## src/rtl/irq_ctr_pkg.sv

```systemverilog
package irq_ctr_pkg;
  localparam int unsigned NREG  = 4;
  localparam int unsigned SEL_W = $clog2(NREG);

  localparam int unsigned MODE_EN_BIT   = 0;
  localparam int unsigned MODE_SRC_BIT  = 1;
  localparam int unsigned MODE_AUTO_BIT = 2;

  typedef enum logic [SEL_W-1:0] {
    REG_CNT_LO = 2'd0,
    REG_CNT_HI = 2'd1,
    REG_MODE   = 2'd2,
    REG_GATE   = 2'd3
  } reg_sel_e;

  typedef enum logic {
    SRC_CPU  = 1'b0,
    SRC_LINE = 1'b1
  } src_e;

  typedef struct packed {
    logic cnt_lo;
    logic cnt_hi;
    logic mode;
    logic gate;
  } wr_stb_t;
endpackage

```

## src/rtl/irq_ctr_decode.sv

```systemverilog
module irq_ctr_decode
  import irq_ctr_pkg::*;
#(
  parameter int unsigned ADDR_W   = 16,
  parameter logic [3:0]  REG_BASE = 4'hC
) (
  input  logic              wr_i,
  input  logic [ADDR_W-1:0] addr_i,
  output wr_stb_t           stb_o
);
  logic            grp_hit;
  logic [NREG-1:0] hit;
  logic            addr_unused;

  assign grp_hit     = wr_i && (addr_i[ADDR_W-1 -: 4] == REG_BASE);
  assign addr_unused = ^addr_i[ADDR_W-5:SEL_W];

  for (genvar g = 0; g < NREG; g++) begin : g_sel
    assign hit[g] = grp_hit && (addr_i[SEL_W-1:0] == SEL_W'(g));
  end

  assign stb_o.cnt_lo = hit[REG_CNT_LO];
  assign stb_o.cnt_hi = hit[REG_CNT_HI];
  assign stb_o.mode   = hit[REG_MODE];
  assign stb_o.gate   = hit[REG_GATE];
endmodule

```

## src/rtl/irq_ctr_ctrl.sv

```systemverilog
module irq_ctr_ctrl
  import irq_ctr_pkg::*;
#(
  parameter int unsigned DATA_W = 8
) (
  input  logic              clk_i,
  input  logic              rst_ni,
  input  wr_stb_t           stb_i,
  input  logic [DATA_W-1:0] data_i,
  input  logic              fire_cpu_i,
  input  logic              fire_line_i,
  output logic              en_o,
  output src_e              src_o,
  output logic              irq_o
);
  logic en_q, en_d, auto_q, irq_q, irq_d, fire;
  src_e src_q;

  always_comb begin
    en_d = en_q;
    if (stb_i.mode)                 en_d = data_i[MODE_EN_BIT];
    else if (stb_i.gate && !auto_q) en_d = data_i[MODE_EN_BIT];
    else if (stb_i.cnt_lo && auto_q) en_d = 1'b0;
    else if (stb_i.cnt_hi && auto_q) en_d = 1'b1;
  end

  // cycle counter gates its own fire with enable; line fire is gated here
  assign fire  = (src_q == SRC_CPU) ? fire_cpu_i : (fire_line_i && en_q);
  assign irq_d = en_d ? (irq_q || fire) : 1'b0;

  always_ff @(posedge clk_i or negedge rst_ni) begin
    if (!rst_ni) begin
      en_q   <= 1'b0;
      auto_q <= 1'b0;
      src_q  <= SRC_CPU;
      irq_q  <= 1'b0;
    end else begin
      en_q  <= en_d;
      irq_q <= irq_d;
      if (stb_i.mode) begin
        auto_q <= data_i[MODE_AUTO_BIT];
        src_q  <= src_e'(data_i[MODE_SRC_BIT]);
      end
    end
  end

  assign en_o  = en_q;
  assign src_o = src_q;
  assign irq_o = irq_q;

  a_r9_auto_lo_disables: assert property (@(posedge clk_i) disable iff (!rst_ni)
    (stb_i.cnt_lo && auto_q) |=> !en_q);
  a_r9_auto_gate_ignored: assert property (@(posedge clk_i) disable iff (!rst_ni)
    (stb_i.gate && auto_q) |=> (en_q == $past(en_q)));
  a_r10_drop_with_enable: assert property (@(posedge clk_i) disable iff (!rst_ni)
    $fell(en_q) |-> !irq_q);
  a_r10_sticky: assert property (@(posedge clk_i) disable iff (!rst_ni)
    (irq_q && !stb_i.mode && !stb_i.gate && !stb_i.cnt_lo) |=> irq_q);
endmodule

```

## src/rtl/irq_ctr_cpu.sv

```systemverilog
module irq_ctr_cpu #(
  parameter int unsigned DATA_W = 8,
  parameter int unsigned CNT_W  = 16
) (
  input  logic              clk_i,
  input  logic              rst_ni,
  input  logic              active_i,
  input  logic              en_i,
  input  logic              tick_i,
  input  logic              ld_lo_i,
  input  logic              ld_hi_i,
  input  logic [DATA_W-1:0] data_i,
  output logic              fire_o
);
  localparam int unsigned HI_W = CNT_W - DATA_W;

  logic [CNT_W-1:0] cnt_q, cnt_d;
  logic             ld_lo, ld_hi;

  assign ld_lo = active_i && ld_lo_i;
  assign ld_hi = active_i && ld_hi_i;

  always_comb begin
    cnt_d  = cnt_q;
    fire_o = 1'b0;
    if (ld_lo) begin
      cnt_d = {cnt_q[CNT_W-1:DATA_W], data_i};
    end else if (ld_hi) begin
      cnt_d = {data_i[HI_W-1:0], cnt_q[DATA_W-1:0]};
    end else if (active_i && en_i && tick_i) begin
      fire_o = (cnt_q <= CNT_W'(1));
      if (cnt_q != '0) cnt_d = cnt_q - CNT_W'(1);
    end
  end

  always_ff @(posedge clk_i or negedge rst_ni) begin
    if (!rst_ni) cnt_q <= '0;
    else         cnt_q <= cnt_d;
  end

  a_r5_hold_zero: assert property (@(posedge clk_i) disable iff (!rst_ni)
    (cnt_q == '0 && !ld_lo && !ld_hi) |=> (cnt_q == '0));
  a_r4_step: assert property (@(posedge clk_i) disable iff (!rst_ni)
    (active_i && en_i && tick_i && !ld_lo && !ld_hi && cnt_q != '0)
      |=> (cnt_q == $past(cnt_q) - CNT_W'(1)));
  a_r4_frozen: assert property (@(posedge clk_i) disable iff (!rst_ni)
    (!en_i && !ld_lo && !ld_hi) |=> (cnt_q == $past(cnt_q)));
endmodule

```

## src/rtl/irq_ctr_a12_filter.sv

```systemverilog
module irq_ctr_a12_filter #(
  parameter int unsigned FILT_CYC = 3
) (
  input  logic clk_i,
  input  logic rst_ni,
  input  logic a12_i,
  input  logic m2_en_i,
  output logic rise_o
);
  localparam int unsigned LW = $clog2(FILT_CYC + 1);

  logic [LW-1:0] low_cnt_q;
  logic          a12_q;

  always_ff @(posedge clk_i or negedge rst_ni) begin
    if (!rst_ni) begin
      low_cnt_q <= '0;
      a12_q     <= 1'b0;
    end else begin
      a12_q <= a12_i;
      if (a12_i)
        low_cnt_q <= '0;
      else if (m2_en_i && low_cnt_q < LW'(FILT_CYC))
        low_cnt_q <= low_cnt_q + LW'(1);
    end
  end

  assign rise_o = a12_i && !a12_q && (low_cnt_q >= LW'(FILT_CYC));

  a_r8_after_low: assert property (@(posedge clk_i) disable iff (!rst_ni)
    rise_o |-> $past(!a12_i));
endmodule

```

## src/rtl/irq_ctr_line.sv

```systemverilog
module irq_ctr_line #(
  parameter int unsigned DATA_W = 8,
  parameter int unsigned LINE_W = 8
) (
  input  logic              clk_i,
  input  logic              rst_ni,
  input  logic              active_i,
  input  logic              tick_i,
  input  logic              set_reload_i,
  input  logic              ld_latch_i,
  input  logic [DATA_W-1:0] data_i,
  output logic              fire_o
);
  logic [LINE_W-1:0] cnt_q, cnt_d, latch_q;
  logic              rflag_q, tick, set_rf, ld_latch;

  assign tick     = active_i && tick_i;
  assign set_rf   = active_i && set_reload_i;
  assign ld_latch = active_i && ld_latch_i;

  always_comb begin
    cnt_d = cnt_q;
    if (tick) begin
      if (cnt_q == '0 || rflag_q) cnt_d = latch_q;
      else                        cnt_d = cnt_q - LINE_W'(1);
    end
  end

  assign fire_o = tick && (cnt_d == '0);

  always_ff @(posedge clk_i or negedge rst_ni) begin
    if (!rst_ni) begin
      cnt_q   <= '0;
      latch_q <= '0;
      rflag_q <= 1'b0;
    end else begin
      cnt_q <= cnt_d;
      if (ld_latch)  latch_q <= data_i[LINE_W-1:0];
      if (set_rf)    rflag_q <= 1'b1;
      else if (tick) rflag_q <= 1'b0;
    end
  end

  a_r6_request_set: assert property (@(posedge clk_i) disable iff (!rst_ni)
    set_rf |=> rflag_q);
  a_r7_reload: assert property (@(posedge clk_i) disable iff (!rst_ni)
    (tick && (cnt_q == '0 || rflag_q)) |=> (cnt_q == $past(latch_q)));
endmodule

```

## src/rtl/dual_irq_counter.sv

```systemverilog
module dual_irq_counter
  import irq_ctr_pkg::*;
#(
  parameter int unsigned ADDR_W   = 16,
  parameter int unsigned DATA_W   = 8,
  parameter int unsigned CNT_W    = 16,
  parameter int unsigned LINE_W   = 8,
  parameter int unsigned FILT_CYC = 3,
  parameter logic [3:0]  REG_BASE = 4'hC
) (
  input  logic              clk_i,
  input  logic              rst_ni,
  input  logic              m2_en_i,
  input  logic              wr_en_i,
  input  logic [ADDR_W-1:0] addr_i,
  input  logic [DATA_W-1:0] data_i,
  input  logic              a12_i,
  output logic              irq_o
);
  wr_stb_t stb;
  logic    en, fire_cpu, fire_line, a12_rise;
  src_e    src;

  irq_ctr_decode #(.ADDR_W(ADDR_W), .REG_BASE(REG_BASE)) u_decode (
    .wr_i(wr_en_i), .addr_i(addr_i), .stb_o(stb)
  );

  irq_ctr_ctrl #(.DATA_W(DATA_W)) u_ctrl (
    .clk_i, .rst_ni, .stb_i(stb), .data_i,
    .fire_cpu_i(fire_cpu), .fire_line_i(fire_line),
    .en_o(en), .src_o(src), .irq_o
  );

  irq_ctr_cpu #(.DATA_W(DATA_W), .CNT_W(CNT_W)) u_cpu (
    .clk_i, .rst_ni, .active_i(src == SRC_CPU), .en_i(en), .tick_i(m2_en_i),
    .ld_lo_i(stb.cnt_lo), .ld_hi_i(stb.cnt_hi), .data_i, .fire_o(fire_cpu)
  );

  irq_ctr_a12_filter #(.FILT_CYC(FILT_CYC)) u_filt (
    .clk_i, .rst_ni, .a12_i, .m2_en_i, .rise_o(a12_rise)
  );

  irq_ctr_line #(.DATA_W(DATA_W), .LINE_W(LINE_W)) u_line (
    .clk_i, .rst_ni, .active_i(src == SRC_LINE), .tick_i(a12_rise),
    .set_reload_i(stb.cnt_lo), .ld_latch_i(stb.cnt_hi), .data_i,
    .fire_o(fire_line)
  );

  a_r5_irq_has_cause: assert property (@(posedge clk_i) disable iff (!rst_ni)
    $rose(irq_o) |-> $past(fire_cpu || fire_line));
endmodule

```

## config.mk

```make
export PLATFORM = sky130hd
export DESIGN_NAME = dual_irq_counter
export DESIGN_NICKNAME = d
export VERILOG_FILES = /design/src/rtl/irq_ctr_pkg.sv /design/src/rtl/irq_ctr_decode.sv /design/src/rtl/irq_ctr_ctrl.sv /design/src/rtl/irq_ctr_cpu.sv /design/src/rtl/irq_ctr_a12_filter.sv /design/src/rtl/irq_ctr_line.sv /design/src/rtl/dual_irq_counter.sv
export SDC_FILE = /design/constraint.sdc
export NUM_CORES = 1
export LEC_CHECK = 0
export ABC_CLOCK_PERIOD_IN_PS = 6600
export CAP_MARGIN = 20
export CELL_PAD_IN_SITES_DETAIL_PLACEMENT = 0
export CELL_PAD_IN_SITES_GLOBAL_PLACEMENT = 1
export CORE_ASPECT_RATIO = 1.2
export CORE_MARGIN = 2
export CORE_UTILIZATION = 35
export DETAILED_ROUTE_END_ITERATION = 10
export GPL_TIMING_DRIVEN = 0
export PLACE_DENSITY_LB_ADDON = 0.1
export SLEW_MARGIN = 15
export SYNTH_ARGS = -nofsm -noshare
export SYNTH_HDL_FRONTEND = slang
export SYNTH_SLANG_ARGS = --single-unit
```

## constraint.sdc

```tcl
create_clock -name clk_i -period 6.6 [get_ports clk_i]
set_input_delay 1.32 -clock clk_i [delete_from_list [all_inputs] [get_ports clk_i]]
set_output_delay 1.32 -clock clk_i [all_outputs]
set_load 0.005 [all_outputs]
```

==> results.toml <==
[route]
route.detailed.drc = 0
met1_length_mm = 2.67
drt_iter0_markers = 114
route.met3.wl_um = 128
wirelength_mm = 6.03
antenna_left = 0
drt_pass1_iterations = 4
top_layer = "met4"
via_per_inst = 5.63
wl_met2_mm = 3.12
wl_per_cell_um = 16.9
vias = 2005

[clock_network]
cts.sinks = 40
root_buffer = "clkbuf_8"
clk_latency_ps = 290
cts_tree = "done"
postCtsHoldBufs = 0
htree_levels = 2
cts_max_path_buffers = 2
cts_buffers = 5
postCtsSetupBuffers = 0
clk_pin_slew_worst_paths_ps = 80
cts.repair.resized = 0

[global_routing]
grt_pass1_wl_mm = 10.6
grt_pass1_vias = 2045
antenna_found_initial = 0
overflow = 0
grtUsageTotal = 0.183
grt_max_degree = 28

[sta]
hold_ws_ps = 511
max_clock_freq_mhz = 306
hold_viol = 0
finClkSkew_ps = 4.70
rsz0062_at_grt = "false"
slew_violations = 0
setup_violations = 0
tightestPinTransition_ps = 923
timing.max_slew.rel_slack = 0.379
period_share = 0.496
min_period_ps = 3270
tns_ps = 0

[setup_path]
required_ps = 6780
crit_type = "in -> reg"
cp-end-kind = "flop"
timing.rr.start = "u_cpu.cnt_q[0]$_DFFE_PN0P_"
cp.arrival_ps = 3450
worstSetupStartpoint = "addr_i[12]"
path_cells = "clkdlybuf4s50_1 > and4bb_2 > nand4_1 > nor2_1 > clkbuf_1 > o22ai_1 > a221o_1"
crit_fanout = 10
critPathMaxStageDelay_ps = 410
startpoint_type = "input pin"
crit_slowest_cell = "clkbuf_1"

[floorplanning]
start_util = 0.365
dieArea_um2 = 7490
core_area_um2 = 6530
dieHeight_um = 94.4
io_pins = 30
rows = 32
die_w_um = 79.3

[cells_and_area]
area_growth_pct = 17.2
layout-drive-gt1-share = 0.111
n_antenna_cell = 0
mostFrequentLayoutCell = "dfrtp_1"
layout_common_cells = "dfrtp_1 (40), nor2_1 (20), nand2_1 (17), clkdlybuf4s50_1 (17), inv_1 (11)"
nets = 304

[yosys]
netlist_instances = 244
synth_cell_type_count = 57
ys_warn_count = 0
ys_ff_latch = 40
syn_area_um2 = 2380
syn_area_per_cell_um2 = 9.76
synthArstFlopShare = 1.00
ys_seq_area_frac = 0.420
synth_nets = 278
synth_edf_count = 0
ys.flop_type = "dfrtp_1"

[pwr]
report.power.total_mw = 0.766
powerDensity_nw_per_um2 = 274
peakVddDrop_mv = 0.116
total_leakage_power_nw = 1.16

[outcome]
outcome = "finished, final reports clean"

[placed_design]
numPortBuffers = 18
dp.final_hpwl_mm = 4.60
gp_congestion = 0.846

[min_path]
min_from = "u_line.latch_q[3]$_DFFE_PN0P_"
hp-class = "reg -> reg"

[flow_run]
cap_violations = 0
-- metrics by stage --
| step | utilization | setup WS, ps | instance area, um2 | instances |
|---|---|---|---|---|
| after global placement | 0.409 | 3000 | 2670 | 347 |
| after CTS | 0.428 | 3330 | 2790 | 356 |
| after global routing | 0.428 | 3210 | 2790 | 356 |
| final | 0.428 | 3330 | 2790 | 356 |
| after floorplan | - | 3730 | 2380 | 244 |
| after detailed placement | 0.411 | 3000 | 2680 | 348 |
-- worst paths after layout --
path	end	slack (ps)	cells after the start
worst min-delay path	u_line.latch_q[3]$_DFFE_PN0P_	510	1
min in group asynchronous	u_filt.a12_q$_DFF_PN0_	930	1
max in group asynchronous	u_cpu.cnt_q[3]$_DFFE_PN0P_	5210	2
worst max register to register	u_cpu.cnt_q[6]$_DFFE_PN0P_	4060	8
worst min register to register	u_line.latch_q[3]$_DFFE_PN0P_	510	1
worst max-delay path	u_cpu.cnt_q[3]$_DFFE_PN0P_	3330	7
-- final cells by class --
class                   count  area [um2]
fillers                   674        3730
multi-input cells         184        1300
flip-flops and latches     40        1000
repair buffers             19         195
well taps                  85         106
clock buffers               6        72.6
inverters                  11        41.3
plain buffers               9        36.3
clock inverters             2        35.0
-- layer usage --
metal	up-vias	track usage
li1	993	-
met1	967	0.231
met2	35	0.316
met3	10	0.0306
met4	0	0.0661
met5	-	0
-- registers in the layout (all words and copies together), names as in the netlist, 2 cells and up --
signal,cells
u_cpu.cnt_q,16
u_line.cnt_q,8
u_filt.low_cnt_q,2
u_line.latch_q,8
-- power breakdown --
part / switching, mW / internal (mW) / leakage, nW
sequential: 0.0556 / 0.295 / 0.506
combinational: 0.119 / 0.0961 / 0.603
clock: 0.0879 / 0.112 / 0.0552
-- cell families after synthesis --
logic type / Yosys count / share of synthesized area
xor gates and xnor gates: 9 / 0.0331
adders and majority gates: 5 / 0.0263
buffers and inverters: 20 / 0.0326
AOI/OAI and AO/OA: 66 / 0.212
DFF: 40 / 0.420
muxes: 14 / 0.0641
and+or+nand+nor: 90 / 0.212
-- cells in the mapped netlist (8+ instances only) --
master | n | area, um2
dfrtp_1 | 40 | 1000
nor3_1 | 8 | 40.0
inv_1 | 11 | 41.3
mux2_2 | 10 | 113
nor2_1 | 20 | 75.1
nand2_1 | 17 | 63.8
-- worst max-delay path: cells and delay by family --
kind | cells | cell delay, ps
simple gates | 3 | 860
compound gates | 2 | 470
buf+inv | 2 | 800
Power figures use the tool's default switching activity.
